[src/rtl/niPkg.sv]
package niPkg;
  localparam int SEL_W = 4;

  localparam logic [2:0] CMD_IDLE  = 3'd0;
  localparam logic [2:0] CMD_WRITE = 3'd1;
  localparam logic [2:0] CMD_READ  = 3'd2;

  typedef struct packed {
    logic             loadReq;
    logic [SEL_W-1:0] txSel;
    logic             rxCapture;
    logic [SEL_W-1:0] rxSel;
  } ctrlStrobe_t;
endpackage

[src/rtl/niCtrl.sv]
module niCtrl
  import niPkg::*;
#(
  parameter int HDR_FLITS = 3,
  parameter int PAY_FLITS = 2
) (
  input  logic        clk,
  input  logic        rstN,
  input  logic [2:0]  reqCmd,
  output logic        reqAccept,
  output logic        flitOutValid,
  output logic        flitOutTail,
  input  logic        flitOutReady,
  input  logic        flitInValid,
  input  logic        flitInTail,
  output logic        flitInReady,
  output logic        rspValid,
  input  logic        rspAccept,
  output ctrlStrobe_t strobe
);
  localparam logic [SEL_W-1:0] LAST_WR = SEL_W'(HDR_FLITS + PAY_FLITS - 1);
  localparam logic [SEL_W-1:0] LAST_RD = SEL_W'(HDR_FLITS - 1);

  logic             busy;
  logic             txWrite;
  logic [SEL_W-1:0] txIdx;
  logic [SEL_W-1:0] rxIdx;
  logic             rspHold;
  logic             isReq;
  logic             txFire;
  logic             rxFire;
  logic             txLast;

  assign isReq        = (reqCmd == CMD_WRITE) || (reqCmd == CMD_READ);
  assign reqAccept    = !busy;
  assign txLast       = txIdx == (txWrite ? LAST_WR : LAST_RD);
  assign flitOutValid = busy;
  assign flitOutTail  = busy && txLast;
  assign txFire       = busy && flitOutReady;
  assign flitInReady  = !rspHold;
  assign rxFire       = flitInValid && !rspHold;
  assign rspValid     = rspHold;

  always_comb begin
    strobe.loadReq   = !busy && isReq;
    strobe.txSel     = txIdx;
    strobe.rxCapture = rxFire;
    strobe.rxSel     = rxIdx;
  end

  always_ff @(posedge clk) begin
    if (!rstN) begin
      busy    <= 1'b0;
      txWrite <= 1'b0;
      txIdx   <= '0;
    end else if (strobe.loadReq) begin
      busy    <= 1'b1;
      txWrite <= (reqCmd == CMD_WRITE);
      txIdx   <= '0;
    end else if (txFire) begin
      if (txLast) busy <= 1'b0;
      else        txIdx <= txIdx + 1'b1;
    end
  end

  always_ff @(posedge clk) begin
    if (!rstN) begin
      rxIdx   <= '0;
      rspHold <= 1'b0;
    end else begin
      if (rxFire) begin
        if (flitInTail) begin
          rxIdx   <= '0;
          rspHold <= 1'b1;
        end else if (rxIdx != '1) begin
          rxIdx <= rxIdx + 1'b1;
        end
      end else if (rspHold && rspAccept) begin
        rspHold <= 1'b0;
      end
    end
  end
endmodule

[src/rtl/niDatapath.sv]
module niDatapath
  import niPkg::*;
#(
  parameter int ADDR_W    = 32,
  parameter int DATA_W    = 32,
  parameter int FLIT_W    = 16,
  parameter int ROUTE_W   = 8,
  parameter int REGION_W  = 2,
  parameter logic [(1<<REGION_W)*ROUTE_W-1:0] ROUTE_TABLE = 32'h0C_09_05_03,
  parameter int HDR_FLITS = 3,
  parameter int PAY_FLITS = 2
) (
  input  logic              clk,
  input  logic              rstN,
  input  ctrlStrobe_t       strobe,
  input  logic [2:0]        reqCmd,
  input  logic [ADDR_W-1:0] reqAddr,
  input  logic [DATA_W-1:0] reqData,
  output logic [FLIT_W-1:0] flitOutData,
  input  logic [FLIT_W-1:0] flitInData,
  output logic [2:0]        rspCode,
  output logic [DATA_W-1:0] rspData
);
  localparam int NREG  = 1 << REGION_W;
  localparam int HDR_W = ROUTE_W + 3 + ADDR_W;
  localparam int TOT   = HDR_FLITS + PAY_FLITS;

  logic [ROUTE_W-1:0] routeTab [NREG];
  for (genvar g = 0; g < NREG; g++) begin : gRoute
    assign routeTab[g] = ROUTE_TABLE[g*ROUTE_W +: ROUTE_W];
  end

  logic [REGION_W-1:0]         region;
  logic [HDR_W-1:0]            hdrReg;
  logic [DATA_W-1:0]           payReg;
  logic [HDR_FLITS*FLIT_W-1:0] hdrPad;
  logic [PAY_FLITS*FLIT_W-1:0] payPad;
  logic [TOT*FLIT_W-1:0]       txVec;
  logic [PAY_FLITS*FLIT_W-1:0] rxBuf;
  logic [2:0]                  codeReg;

  assign region = reqAddr[ADDR_W-1 -: REGION_W];

  always_ff @(posedge clk) begin
    if (!rstN) begin
      hdrReg <= '0;
      payReg <= '0;
    end else if (strobe.loadReq) begin
      hdrReg <= {routeTab[region], reqCmd, reqAddr};
      payReg <= reqData;
    end
  end

  always_comb begin
    hdrPad = '0;
    hdrPad[HDR_W-1:0] = hdrReg;
    payPad = '0;
    payPad[DATA_W-1:0] = payReg;
  end

  assign txVec       = {payPad, hdrPad};
  assign flitOutData = txVec[strobe.txSel*FLIT_W +: FLIT_W];

  always_ff @(posedge clk) begin
    if (!rstN) begin
      codeReg <= '0;
      rxBuf   <= '0;
    end else if (strobe.rxCapture) begin
      if (strobe.rxSel == '0) begin
        codeReg <= flitInData[2:0];
        rxBuf   <= '0;
      end else begin
        for (int k = 0; k < PAY_FLITS; k++) begin
          if (strobe.rxSel == SEL_W'(k + 1)) rxBuf[k*FLIT_W +: FLIT_W] <= flitInData;
        end
      end
    end
  end

  assign rspCode = codeReg;
  assign rspData = rxBuf[DATA_W-1:0];
endmodule

[src/rtl/niPacketizer.sv]
module niPacketizer
  import niPkg::*;
#(
  parameter int ADDR_W   = 32,
  parameter int DATA_W   = 32,
  parameter int FLIT_W   = 16,
  parameter int ROUTE_W  = 8,
  parameter int REGION_W = 2,
  parameter logic [(1<<REGION_W)*ROUTE_W-1:0] ROUTE_TABLE = 32'h0C_09_05_03
) (
  input  logic              clk,
  input  logic              rstN,
  input  logic [2:0]        reqCmd,
  input  logic [ADDR_W-1:0] reqAddr,
  input  logic [DATA_W-1:0] reqData,
  output logic              reqAccept,
  output logic [2:0]        rspCode,
  output logic [DATA_W-1:0] rspData,
  output logic              rspValid,
  input  logic              rspAccept,
  output logic [FLIT_W-1:0] flitOutData,
  output logic              flitOutTail,
  output logic              flitOutValid,
  input  logic              flitOutReady,
  input  logic [FLIT_W-1:0] flitInData,
  input  logic              flitInTail,
  input  logic              flitInValid,
  output logic              flitInReady
);
  localparam int HDR_W     = ROUTE_W + 3 + ADDR_W;
  localparam int HDR_FLITS = (HDR_W + FLIT_W - 1) / FLIT_W;
  localparam int PAY_FLITS = (DATA_W + FLIT_W - 1) / FLIT_W;

  ctrlStrobe_t strobe;

  niCtrl #(.HDR_FLITS(HDR_FLITS), .PAY_FLITS(PAY_FLITS)) uCtrl (
    .clk(clk), .rstN(rstN), .reqCmd(reqCmd), .reqAccept(reqAccept),
    .flitOutValid(flitOutValid), .flitOutTail(flitOutTail), .flitOutReady(flitOutReady),
    .flitInValid(flitInValid), .flitInTail(flitInTail), .flitInReady(flitInReady),
    .rspValid(rspValid), .rspAccept(rspAccept), .strobe(strobe)
  );

  niDatapath #(
    .ADDR_W(ADDR_W), .DATA_W(DATA_W), .FLIT_W(FLIT_W), .ROUTE_W(ROUTE_W),
    .REGION_W(REGION_W), .ROUTE_TABLE(ROUTE_TABLE),
    .HDR_FLITS(HDR_FLITS), .PAY_FLITS(PAY_FLITS)
  ) uData (
    .clk(clk), .rstN(rstN), .strobe(strobe), .reqCmd(reqCmd), .reqAddr(reqAddr),
    .reqData(reqData), .flitOutData(flitOutData), .flitInData(flitInData),
    .rspCode(rspCode), .rspData(rspData)
  );
endmodule

[config.mk]
export PLATFORM = sky130hd
export DESIGN_NAME = niPacketizer
export DESIGN_NICKNAME = d
export VERILOG_FILES = /design/src/rtl/niPkg.sv /design/src/rtl/niCtrl.sv /design/src/rtl/niDatapath.sv /design/src/rtl/niPacketizer.sv
export SDC_FILE = /design/constraint.sdc
export NUM_CORES = 1
export LEC_CHECK = 0
export ABC_AREA = 1
export BUFFER_PORTS_ARGS = -buffer_cell sky130_fd_sc_hd__clkbuf_2
export CORE_ASPECT_RATIO = 1.25
export CORE_MARGIN = 5
export CORE_UTILIZATION = 48
export CTS_BUF_LIST = sky130_fd_sc_hd__clkbuf_8
export CTS_CLUSTER_DIAMETER = 150
export DETAILED_ROUTE_END_ITERATION = 10
export PLACE_DENSITY = 0.78
export SLEW_MARGIN = 15
export SYNTH_ARGS = -nofsm -noshare
export SYNTH_HDL_FRONTEND = slang
export SYNTH_SLANG_ARGS = --single-unit
export TNS_END_PERCENT = 30
[constraint.sdc]
create_clock -name clk -period 1.4 [get_ports clk]
set_input_delay 0 -clock clk [delete_from_list [all_inputs] [get_ports clk]]
set_output_delay 0 -clock clk [all_outputs]
set_load 0.01 [all_outputs]
# Word level (Yosys, flattened, before mapping)
# Index checks and enable logic that the tools add are counted.
# word_totals
reg_bits,121
latchBits,0
ram_bits,0
rom_bits,0
output_inout_bits,56
memories,0
# classes
n_addsub,2
n_mul,0
n_div,0
magnitude_cmp,1
eq_ne,7
shifts,1
muxes,15
n_bitwise,3
n_reduce_logical,23
# op_table
operator,n
$shiftx 80x9->16,1
$mux 16,2
$mux 32,1
$bmux 8 s2,1
$mux 8,2
$reduce_and 2->1,7
$reduce_bool 2->1,6
$add 4x1->4 const B,2
$mux 4,2
$mux 1,6
$logic_and 1x1->1,5
$eq 4x1->1 const B,1
$eq 4x2->1 const B,1
$eq 4x4->1,1
$logic_not 4->1,1
$ne 4x4->1 const B,1
$eq 3x1->1 const B,1
$eq 3x2->1 const B,1
$ge 3x3->1 const B,1
$mux 3,1
$not 2->3,1
$logic_not 1->1,2
$ne 2x2->1 const B,1
$not 1->1,2
other kinds (2),2

# Logic depth before layout (Yosys ltp)
# Gate-level depths: netlist of the first run.
# depth
ltp_word,5
mapped_depth,10

# Hierarchy
# Synthesis of the first run repeated with hierarchy kept, for this count alone.
# unflattened
hier_cells,724
hier_area_um2,5175.0
# by_module_without_submodules
module,instances,cells_each,area_each_um2,seq_area_each_um2
niDatapath,1,632,4520.6,2082.0
niCtrl,1,92,654.4,220.2

# Worst setup path after synthesis of the first run
# OpenSTA, ideal clock, no wires.
# synth_path
kind,register -> register
startpoint,reg uCtrl.rxIdx[0]
endpoint,"reg uData.rxBuf[23], in the netlist uData.rspData[23]"
arrival_ps,1381
setup_slack_ps,-52
stages_incl_launch_ff,9
period_less_slack_ps,1452
cell_sequence,dfxtp_1 inv_1 ha_1 o21ai_2 nor2_8 inv_4 buf_4 nand2_1 a21oi_1
# synth_via
elab_chain_len,3
word_cells_on_any_way,5
classes_between,eq/ne (1); mux (1); reduce/logical (3)
# synth_lines
item,line_no,source
from (decl),niCtrl.sv:27,logic [SEL_W-1:0] rxIdx;
from (signal assigned),niCtrl.sv:76,rxIdx <= rxIdx + 1'b1;
$eq 4x2->1 or $logic_not 4->1 (tied branches),"niDatapath.sv:74, niDatapath.sv:69",
$reduce_bool 2->1 (no source line),n/a,
$reduce_and 2->1 (no source line),n/a,
"to (signal, indexed assignment)",niDatapath.sv:74,if (strobe.rxSel == SEL_W'(k + 1)) rxBuf[k*FLIT_W +: FLIT_W] <= flitInData;
to (decl),niDatapath.sv:39,logic [PAY_FLITS*FLIT_W-1:0] rxBuf;
# Several ways; a longest one is shown, not always the timed one.
# A chain may end at the register's enable or synchronous reset.

# Worst setup path in the final report of the first run
# layout_path
startpoint,reg uCtrl.txIdx[0]
endpoint,out flitOutData[10]
# layout_via
elab_chain_len,1
# layout_lines
item,line_no,source
from (decl),niCtrl.sv:26,logic [SEL_W-1:0] txIdx;
from (signal assigned),niCtrl.sv:62,else txIdx <= txIdx + 1'b1;
$shiftx 80x9->16,niDatapath.sv:62,assign flitOutData = txVec[strobe.txSel*FLIT_W +: FLIT_W];
to (decl),niPacketizer.sv:21,"output logic [FLIT_W-1:0] flitOutData,"
# Every way passes these cells.

==> results.yml, run 1 <==
global_route:
  overflow: 0
  grt_max_degree: 68
  grt_pass1_vias: 5577
  antenna_found_initial: 0
  grt_first_pass_wirelength_mm: 25.4
  grt_usage_pct: 25.8
cells_and_area:
  final_nets: 1014
  seqCellArea_um2: 2310
  fillers: 717
  multi_input_area_um2: 2390
  final_area_um2: 7340
  insertedDiodeCount: 0
  syn_to_final_growth_pct: 47.7
  final_core_util_pct: 72.6
  drive_gt1_share_pct: 27.8
critical_path:
  arrival_ns: 1.70
  slowest_delay_ns: 0.37
  worstSetupPathType: "register to output port"
  r2r_setup_slack_ns: 0.02
  crit_family: "buffers and inverters"
  crit_start: "uCtrl.txIdx[0]"
  startpoint_type: "register"
  r2r-start: "uCtrl.rxIdx[0]"
  worst-path-max-fanout: 8
  path_depth: 6
  end_kind: "output port"
  crit_chain: "buf_6 -> nor2_4 -> buf_6 -> a21oi_1 -> a211oi_1 -> buf_2"
  crit_top_cell: "buf_6"
  worstPathRequired_ns: 1.40
  cp_slowest_cell: "dfxtp_4"
  ff2ff_path_depth: 7
  critical_path_buf_inv_count: 3
sta:
  grt_setup_unrepaired: "true"
  max_freq_mhz: 587
  finClkSkew_ns: 0.00842
  finalCritPeriodShare_pct: 122
  slew_viol_final: 0
  tightestPinTransition_ns: 0.372
  finalSetupViolCount: 17
  hold_viol: 0
  worst_slack_ns: -0.303
  maxSlewHeadroom_pct: 74.9
  period_needed_ns: 1.70
synth:
  yosys_warnings: 0
  netlist_area_um2: 4970
  synth-simple-area-share_pct: 25.5
  syn_inst: 681
  yosys-top-cells-count: "166 x nor2_1, 115 x dfxtp_1, 91 x nand2_1"
  synth_compound_area_share_pct: 18.2
  synth_fa_ha_area_share_pct: 1.26
  synthFlopType: "dfxtp_1"
  synth_nets: 775
  postSynthAreaPerCell_um2: 7.30
  synth-seq-cells: 115
  yosysMostFrequentCell: "nor2_1"
  synth_top_family_by_area: "simple AND/OR/NAND/NOR gates"
  synth_edf_count: 0
  synth_top_cell_area_share_pct: 46.3
  yosys-mux-area-fraction_pct: 0
  yosysTopAreaCell: "dfxtp_1"
  seq_area_frac_synth_pct: 46.3
  ys_types: 31
  async_reset_ff_share_pct: 0
  synth-xor-area-share_pct: 0.176
  synth_area_leaders: "dfxtp_1 46%, nor2_1 13%, nand2_1 6.9%"
placement:
  post_dp_cell_area_um2: 5830
  place_hpwl_mm: 10.3
  globalplace.congestion: 0.941
  post-place-ws_ns: -0.0533
  io_buffers: 144
detailed_routing:
  drt_iter0_markers: 305
  vias: 5546
  drtAntennaViolNets: 0
  drc: 0
  viasPerCell: 5.22
  firstDrtPassIters: 5
  routed_wl_mm: 16.0
  wire_per_inst_um: 15.0
clock_tree:
  clk_latency_ns: 0.43
  root_buffer: "clkbuf_8"
  clkTransAtPathRegs_ns: 0.08
  cts_max_level: 4
  clockBufferDepth: 2
  numClockSinks: 115
  cts_buffers: 17
  cts_tree: "done"
die:
  placement_rows: 41
  initial_utilization_pct: 49.2
  io_pins: 145
  core_um2: 10100
  die_area_um2: 12500
  die_w_um: 101
  fp.dieH_um: 124
run:
  drv_cap: 0
status:
  violations: "setup timing"
  outcome: "finished with violations"
min_path:
  min-delay-start: "flitInValid"
  holdPathStages: 5
  min_path_type: "input pin to register"
pwr:
  p_leak_nw: 3.21
  vdd_drop_max_mv: 0.709
  pwr_density_cell_nw_per_um2: 1080
[state kept, by name, summed over array words and instances (netlist names)]
register	cells
uData.rspCode	3
uCtrl.txWrite	1
uCtrl.rxIdx	4
uData.payPad	32
uData.hdrReg	37
uData.rspData	32
uCtrl.flitOutValid	1
uCtrl.txIdx	4
uCtrl.rspValid	1
[cells in the final DEF, fill, tap and decap left out, types with 5 or more instances in the layout]
master / instances
inv_2: 6
nand3_1: 37
nand2_2: 6
nand2_1: 88
buf_4: 14
dlygate4sd3_1: 87
a211oi_2: 5
buf_6: 6
buf_2: 15
clkinvlp_4: 5
o21ai_0: 59
buf_12: 9
a21oi_1: 46
o21ai_1: 42
clkinv_2: 5
a21oi_2: 5
inv_1: 29
nor2_1: 165
clkbuf_2: 129
clkbuf_8: 17
dfxtp_1: 110
[cell type report]
class	count	share of cell area [%]
Timing Repair Buffer	260	26.5
Clock inverter	15	1.84
Sequential cell	115	31.5
Tap cell	129	2.20
Multi-Input combinational cell	486	32.5
Clock buffer	17	3.19
Inverter	40	2.28
[worst register-to-register path, delay by kind of cell (launching register included)]
| kind | cells | cell delay (ns) |
|---|---|---|
| compound gates | 2 | 0.22 |
| fa+ha+maj | 1 | 0.20 |
| simple gates | 2 | 0.32 |
| buf+inv | 2 | 0.25 |
| flops | 1 | 0.33 |
[cells by family after synthesis]
| logic type | count (synthesis) |
|---|---|
| xor gates and xnor gates | 1 |
| adders and majority gates | 5 |
| buffers and inverters | 80 |
| AOI/OAI and AO/OA | 173 |
| DFF | 115 |
| and+or+nand+nor | 307 |
[timing repair]
action,4_1_cts,5_1_grt
pin swaps,10,7
resized for setup,29,41
endpoints found under the hold margin,113,0
setup endpoints to repair,36,52
hold buffers,87,0
buffers inserted,6,2
[final timing paths]
| check | end |
|---|---|
| setup / recovery | flitOutData[10] |
| hold / removal | uData.rspData[17] |
| setup reg to reg | uData.rspData[28] |
| hold reg to reg | uData.hdrReg[34] |
[power by group]
group / switching [mW] / total (mW) / internal, mW / leakage [nW]
sequential: 0.136 / 3.62 / 3.48 / 0.943
combinational: 0.799 / 1.48 / 0.679 / 2.09
clock: 1.45 / 2.86 / 1.41 / 0.175
total: 2.39 / 7.96 / 5.57 / 3.21
[metrics by stage]
step	hold WS, ns	total power, mW	TNS [ns]	instances
after detailed placement	0.248	4.86	-0.584	935
after CTS	0.121	7.91	-4.13	1060
final	0.146	7.96	-4.07	1062
after global routing	0.138	8.34	-5.86	1062
after global placement	0.240	4.81	0	935
after floorplan	0.135	4.40	0	681
[metal layers]
metal  track usage (%)  part of all wire, %
met1              28.1                   37
met5                 0                    0
met3              6.78                  7.1
met4              11.2                  4.0
met2              46.8                   52
(Power assumes the default switching activity.)
==> inputs of run 2 (changes only) <==
Settings changed: CORE_UTILIZATION 48 to 50, PLACE_DENSITY 0.78 to 0.77.
Clock period 1.4 ns to 1.8 ns, I/O delays scaled along.
==> run 2 against run 1 <==
  * Combinational power fell by 29%
  * Flip-flop and latch count did not move
  * Largest cell class is now flip-flops and latches
  * The flow now finishes without violations
  * First-iteration DRC count rose by 26%
==> results.yml, run 2 (synthesis results as in run 1) <==
cells_and_area:
  final_cell_mix: "166 x nor2_1, 142 x clkbuf_2, 112 x dfxtp_1, 90 x nand2_1, 87 x dlygate4sd3_1"
  multi_input_area_um2: 2260
  fillers: 716
  final_area_um2: 7080
  final_nets: 1001
  largest_register_ffs: 37
  finalNonFillerCells: 1044
  insertedDiodeCount: 0
  syn_to_final_growth_pct: 42.5
  largest-register: "uData.hdrReg"
  mostFrequentLayoutCell: "nor2_1"
  final_core_util_pct: 73.3
  seqCellArea_um2: 2310
  drive_gt1_share_pct: 23.5
clock_tree:
  clockBufferDepth: 2
  root_buffer: "clkbuf_8"
  cts_max_level: 4
  clkTransAtPathRegs_ns: 0.07
  cts_buffers: 17
  numClockSinks: 115
  cts_tree: "done"
  clk_latency_ns: 0.42
global_route:
  antenna_found_initial: 0
  grt.met3_usage_pct: 7.48
  grt_busiest_layer: "met2"
  overflow: 0
  grt_pass1_vias: 5318
  grt_max_degree: 66
  grt_usage_pct: 25.5
  met2_usage_pct: 44.8
  grtUsageMet1_pct: 29.0
  grt_first_pass_wirelength_mm: 24.7
min_path:
  min_path_type: "input pin to register"
  holdPathStages: 5
  hold_path_end: "uData.rspData[19]"
  min-delay-start: "flitInValid"
critical_path:
  r2r-start: "uCtrl.rxIdx[0]"
  worstSetupPathType: "register to output port"
  worstPathRequired_ns: 1.80
  cp_slowest_cell: "dfxtp_4"
  worstReg2RegEnd: "uData.rspData[4]"
  critical_path_buf_inv_count: 2
  end_kind: "output port"
  crit_chain: "nand2_1 -> clkinvlp_4 -> nand2_1 -> a211oi_1 -> clkbuf_2"
  crit_top_cell: "nand2_1"
  r2r_setup_slack_ns: 0.16
  ff2ff_path_depth: 7
  startpoint_type: "register"
  slowest_delay_ns: 0.43
  path_depth: 5
  arrival_ns: 1.73
  worst-path-max-fanout: 11
  crit_family: "flip-flops"
detailed_routing:
  firstDrtPassIters: 5
  wire_per_inst_um: 14.7
  drc: 0
  routed_wl_mm: 15.4
  viasPerCell: 5.19
  drtAntennaViolNets: 0
  vias: 5423
  drt_iter0_markers: 384
sta:
  maxSlewHeadroom_pct: 66.5
  max_freq_mhz: 578
  timing.hold.ws_ns: 0.121
  finalSetupViolCount: 0
  finalCritPeriodShare_pct: 96.2
  worst_slack_ns: 0.0688
  setup_tns_ns: 0
  slew_viol_final: 0
  finClkSkew_ns: 0.00681
  hold_viol: 0
  tightestPinTransition_ns: 0.503
  period_needed_ns: 1.73
placement:
  place_hpwl_mm: 10.3
  placed_cells: 921
  io_buffers: 144
  post_dp_cell_area_um2: 5680
  globalplace.congestion: 0.920
  post-place-ws_ns: 0.175
die:
  placement_rows: 40
  initial_utilization_pct: 51.4
  io_pins: 145
  core_um2: 9660
  fp.dieH_um: 121
  die_area_um2: 12000
  die_w_um: 99.2
pwr:
  total_power_mw: 6.41
  vdd_drop_max_mv: 0.623
  p_leak_nw: 3.12
  pwr_density_cell_nw_per_um2: 906
status:
  outcome: "finished clean"
run:
  drv_cap: 0
run 2: tightest hold or removal path, stage by stage:
cell and delay (ns):
clkbuf_2 0.08, nand2_2 0.18, nor2_8 0.11, nand3_1 0.07, a21oi_1 0.05
run 2: per-layer routing:
layer,wire (um),vias up
met2,7940,232
met5,0,-
met1,5860,2472
met3,1220,40
met4,381,0
li1,-,2679
run 2: repair_timing:
| action | 4_1_cts | 5_1_grt |
|---|---|---|
| gates cloned | 0 | 0 |
| hold endpoints to repair | 111 | 0 |
| hold buffers | 87 | 0 |
| pin swaps | 1 | 4 |
| setup buffers | 0 | 6 |
| resized for setup | 6 | 15 |
| setup endpoints to repair | 16 | 17 |
run 2: how the worst max path moves through the flow:
stage | start | end | slack (ns)
floorplan | uCtrl.rxIdx[0] | uData.rspData[23] | 0.35
global placement | uCtrl.rxIdx[0] | uData.rspData[13] | 0.26
detailed placement | uCtrl.rxIdx[0] | uData.rspData[10] | 0.17
CTS | uCtrl.txIdx[0] | flitOutData[8] | 0.0005
global route | uCtrl.txIdx[1] | flitOutData[11] | -0.001
finish | uCtrl.txIdx[1] | flitOutData[11] | 0.07
run 2: final cells by class:
cell class              count  share of cell area (%)
flip-flops and latches    115                    32.6
multi-input cells         486                    31.9
repair buffers            247                    24.9
clock buffers              19                    3.69
clock inverters            11                    2.30
inverters                  40                    2.30
well taps                 126                    2.23
run 2: where the power goes:
part / switching (mW) / leakage, nW / internal, mW
clock network: 1.00 / 0.208 / 1.55
logic: 0.576 / 1.97 / 0.471
registers: 0.105 / 0.943 / 2.71
total: 1.68 / 3.12 / 4.73
==> inputs of run 3 (changes only) <==
Settings changed: MAX_ROUTING_LAYER from default to met4.
==> run 3 against run 2 <==
  * Flip-flop and latch count is the same
  * Combinational power about the same
  * Register-to-register slack is essentially flat
  * Worst hold slack improved by 0.0027 ns
  * Die area stayed put
  * Sequential share of layout area stayed put
  * Fmax up 0.39%
  * Clock power hardly changed
  * Cell area is the same
  * Setup slack better by 0.0067 ns
  * Global-route usage grew 0.69 points
  * Largest power group unchanged
  * Highest routed layer unchanged
==> results.yml, run 3 (synthesis results as in run 1) <==
status:
  outcome: "finished clean"
placement:
  place_hpwl_mm: 10.3
  io_buffers: 144
  globalplace.congestion: 0.936
  placed_cells: 921
  post-place-ws_ns: 0.175
clock_tree:
  root_buffer: "clkbuf_8"
  clkTransAtPathRegs_ns: 0.07
  clk_latency_ns: 0.42
  cts_buffers: 17
  numClockSinks: 115
  clockBufferDepth: 2
  cts_max_level: 4
  cts_tree: "done"
sta:
  finalCritPeriodShare_pct: 95.8
  period_needed_ns: 1.72
  maxSlewHeadroom_pct: 65.9
  hold_viol: 0
  setup_tns_ns: 0
  finClkSkew_ns: 0.00588
  max_freq_mhz: 580
  timing.hold.ws_ns: 0.124
  worst_slack_ns: 0.0754
  slew_viol_final: 0
  tightestPinTransition_ns: 0.511
  finalSetupViolCount: 0
pwr:
  power_frac_comb_pct: 16.3
  clockPowerShare_pct: 39.7
  vdd_drop_max_mv: 0.625
  p_leak_nw: 3.12
  p_int_mw: 4.73
  p_switching_mw: 1.68
  total_power_mw: 6.41
  power.share.sequential_pct: 43.9
  pwr_density_cell_nw_per_um2: 905
  swShare_pct: 26.1
die:
  io_pins: 145
  fp.dieH_um: 121
  placement_rows: 40
  die_w_um: 99.2
  die_area_um2: 12000
  core_um2: 9660
  initial_utilization_pct: 51.4
critical_path:
  crit_path_end: "flitOutData[6]"
  ff2ff_path_depth: 7
  r2r-start: "uCtrl.rxIdx[0]"
  worst-path-max-fanout: 12
  worstSetupPathType: "register to output port"
  end_kind: "output port"
  arrival_ns: 1.72
  worstReg2RegEnd: "uData.rspData[4]"
  crit_start: "uCtrl.txIdx[0]"
  r2r_setup_slack_ns: 0.16
  startpoint_type: "register"
  worstPathRequired_ns: 1.80
cells_and_area:
  mostFrequentLayoutCell: "nor2_1"
  final_nets: 1001
  insertedDiodeCount: 0
  syn_to_final_growth_pct: 42.5
  final_cell_mix: "166 x nor2_1, 142 x clkbuf_2, 112 x dfxtp_1, 90 x nand2_1, 87 x dlygate4sd3_1"
  fillers: 716
  multi_input_area_um2: 2260
  drive_gt1_share_pct: 23.5
  finalNonFillerCells: 1044
  seqCellArea_um2: 2310
  largest-register: "uData.hdrReg"
  largest_register_ffs: 37
global_route:
  grt_max_degree: 66
  grt_pass1_vias: 5314
  antenna_found_initial: 0
  overflow: 0
  grt_first_pass_wirelength_mm: 24.7
  grt_usage_pct: 26.2
detailed_routing:
  wire_per_inst_um: 14.7
  viasPerCell: 5.17
  firstDrtPassIters: 5
  drt_iter0_markers: 349
  drtAntennaViolNets: 0
  drc: 0
  routed_wl_mm: 15.4
  vias: 5399
min_path:
  min_path_type: "input pin to register"
run:
  drv_cap: 0
[run 3: cell counts in the layout (fill, tap and decap cells not counted)]
Identical to the previous run, type by type.
[run 3: stage by stage]
step	util, %	area, um^2
6_report	73.3	7080
5_1_grt	73.3	7080
2_1_floorplan	-	4970
3_3_place_gp	58.8	5680
4_1_cts	72.3	6990
3_5_place_dp	58.8	5680
[run 3: worst min path at each step]
stage                        startpoint                end  depth (start not counted)  slack, ns
after global placement      reqData[16]   uData.payPad[16]                          3       0.24
after floorplan           flitInData[0]   uData.rspCode[0]                          2       0.13
after CTS                   flitInValid  uData.rspData[25]                          5       0.11
final                       flitInValid  uData.rspData[19]                          5       0.12
after detailed placement    reqData[18]   uData.payPad[18]                          3       0.25
after global routing        flitInValid  uData.rspData[17]                          5       0.12
[run 3: timing repair]
item | in CTS | in global routing
endpoints found under the hold margin | 111 | 0
gates resized for setup | 6 | 15
buffers inserted | 0 | 6
setup endpoints to repair | 16 | 17
hold buffers | 87 | 0
pin swaps | 1 | 4
[run 3: final cells by class]
type	count	share of cell area [%]
inverters	40	2.30
clock inverters	11	2.30
well taps	126	2.23
multi-input cells	486	31.9
clock buffers	19	3.69
flip-flops and latches	115	32.6
repair buffers	247	24.9
[run 3: critical path, cell delays in order (launching register included)]
cell and delay [ns]:
dfxtp_4 0.40, buf_8 0.14, buf_4 0.12, o21ai_0 0.10, o22ai_1 0.21, nand2_1 0.08, o21ai_1 0.09, clkbuf_2 0.16
[run 3: routing by layer]
layer,GRT usage (%),share of wire [%],vias to the layer above
li1,-,-,2678
met1,29.3,38,2451
met2,44.8,52,235
met3,7.02,7.7,35
met4,9.56,2.4,0
met5,-,0,-
[run 3: power groups by stage]
stage	Clock (mW)	Sequential [mW]	Combinational (mW)
6_report	2.55	2.81	1.05
5_1_grt	2.71	2.83	1.17
4_1_cts	2.59	2.81	1.01
3_5_place_dp	0	2.86	0.859
3_3_place_gp	0	2.86	0.837
2_1_floorplan	0	2.85	0.576
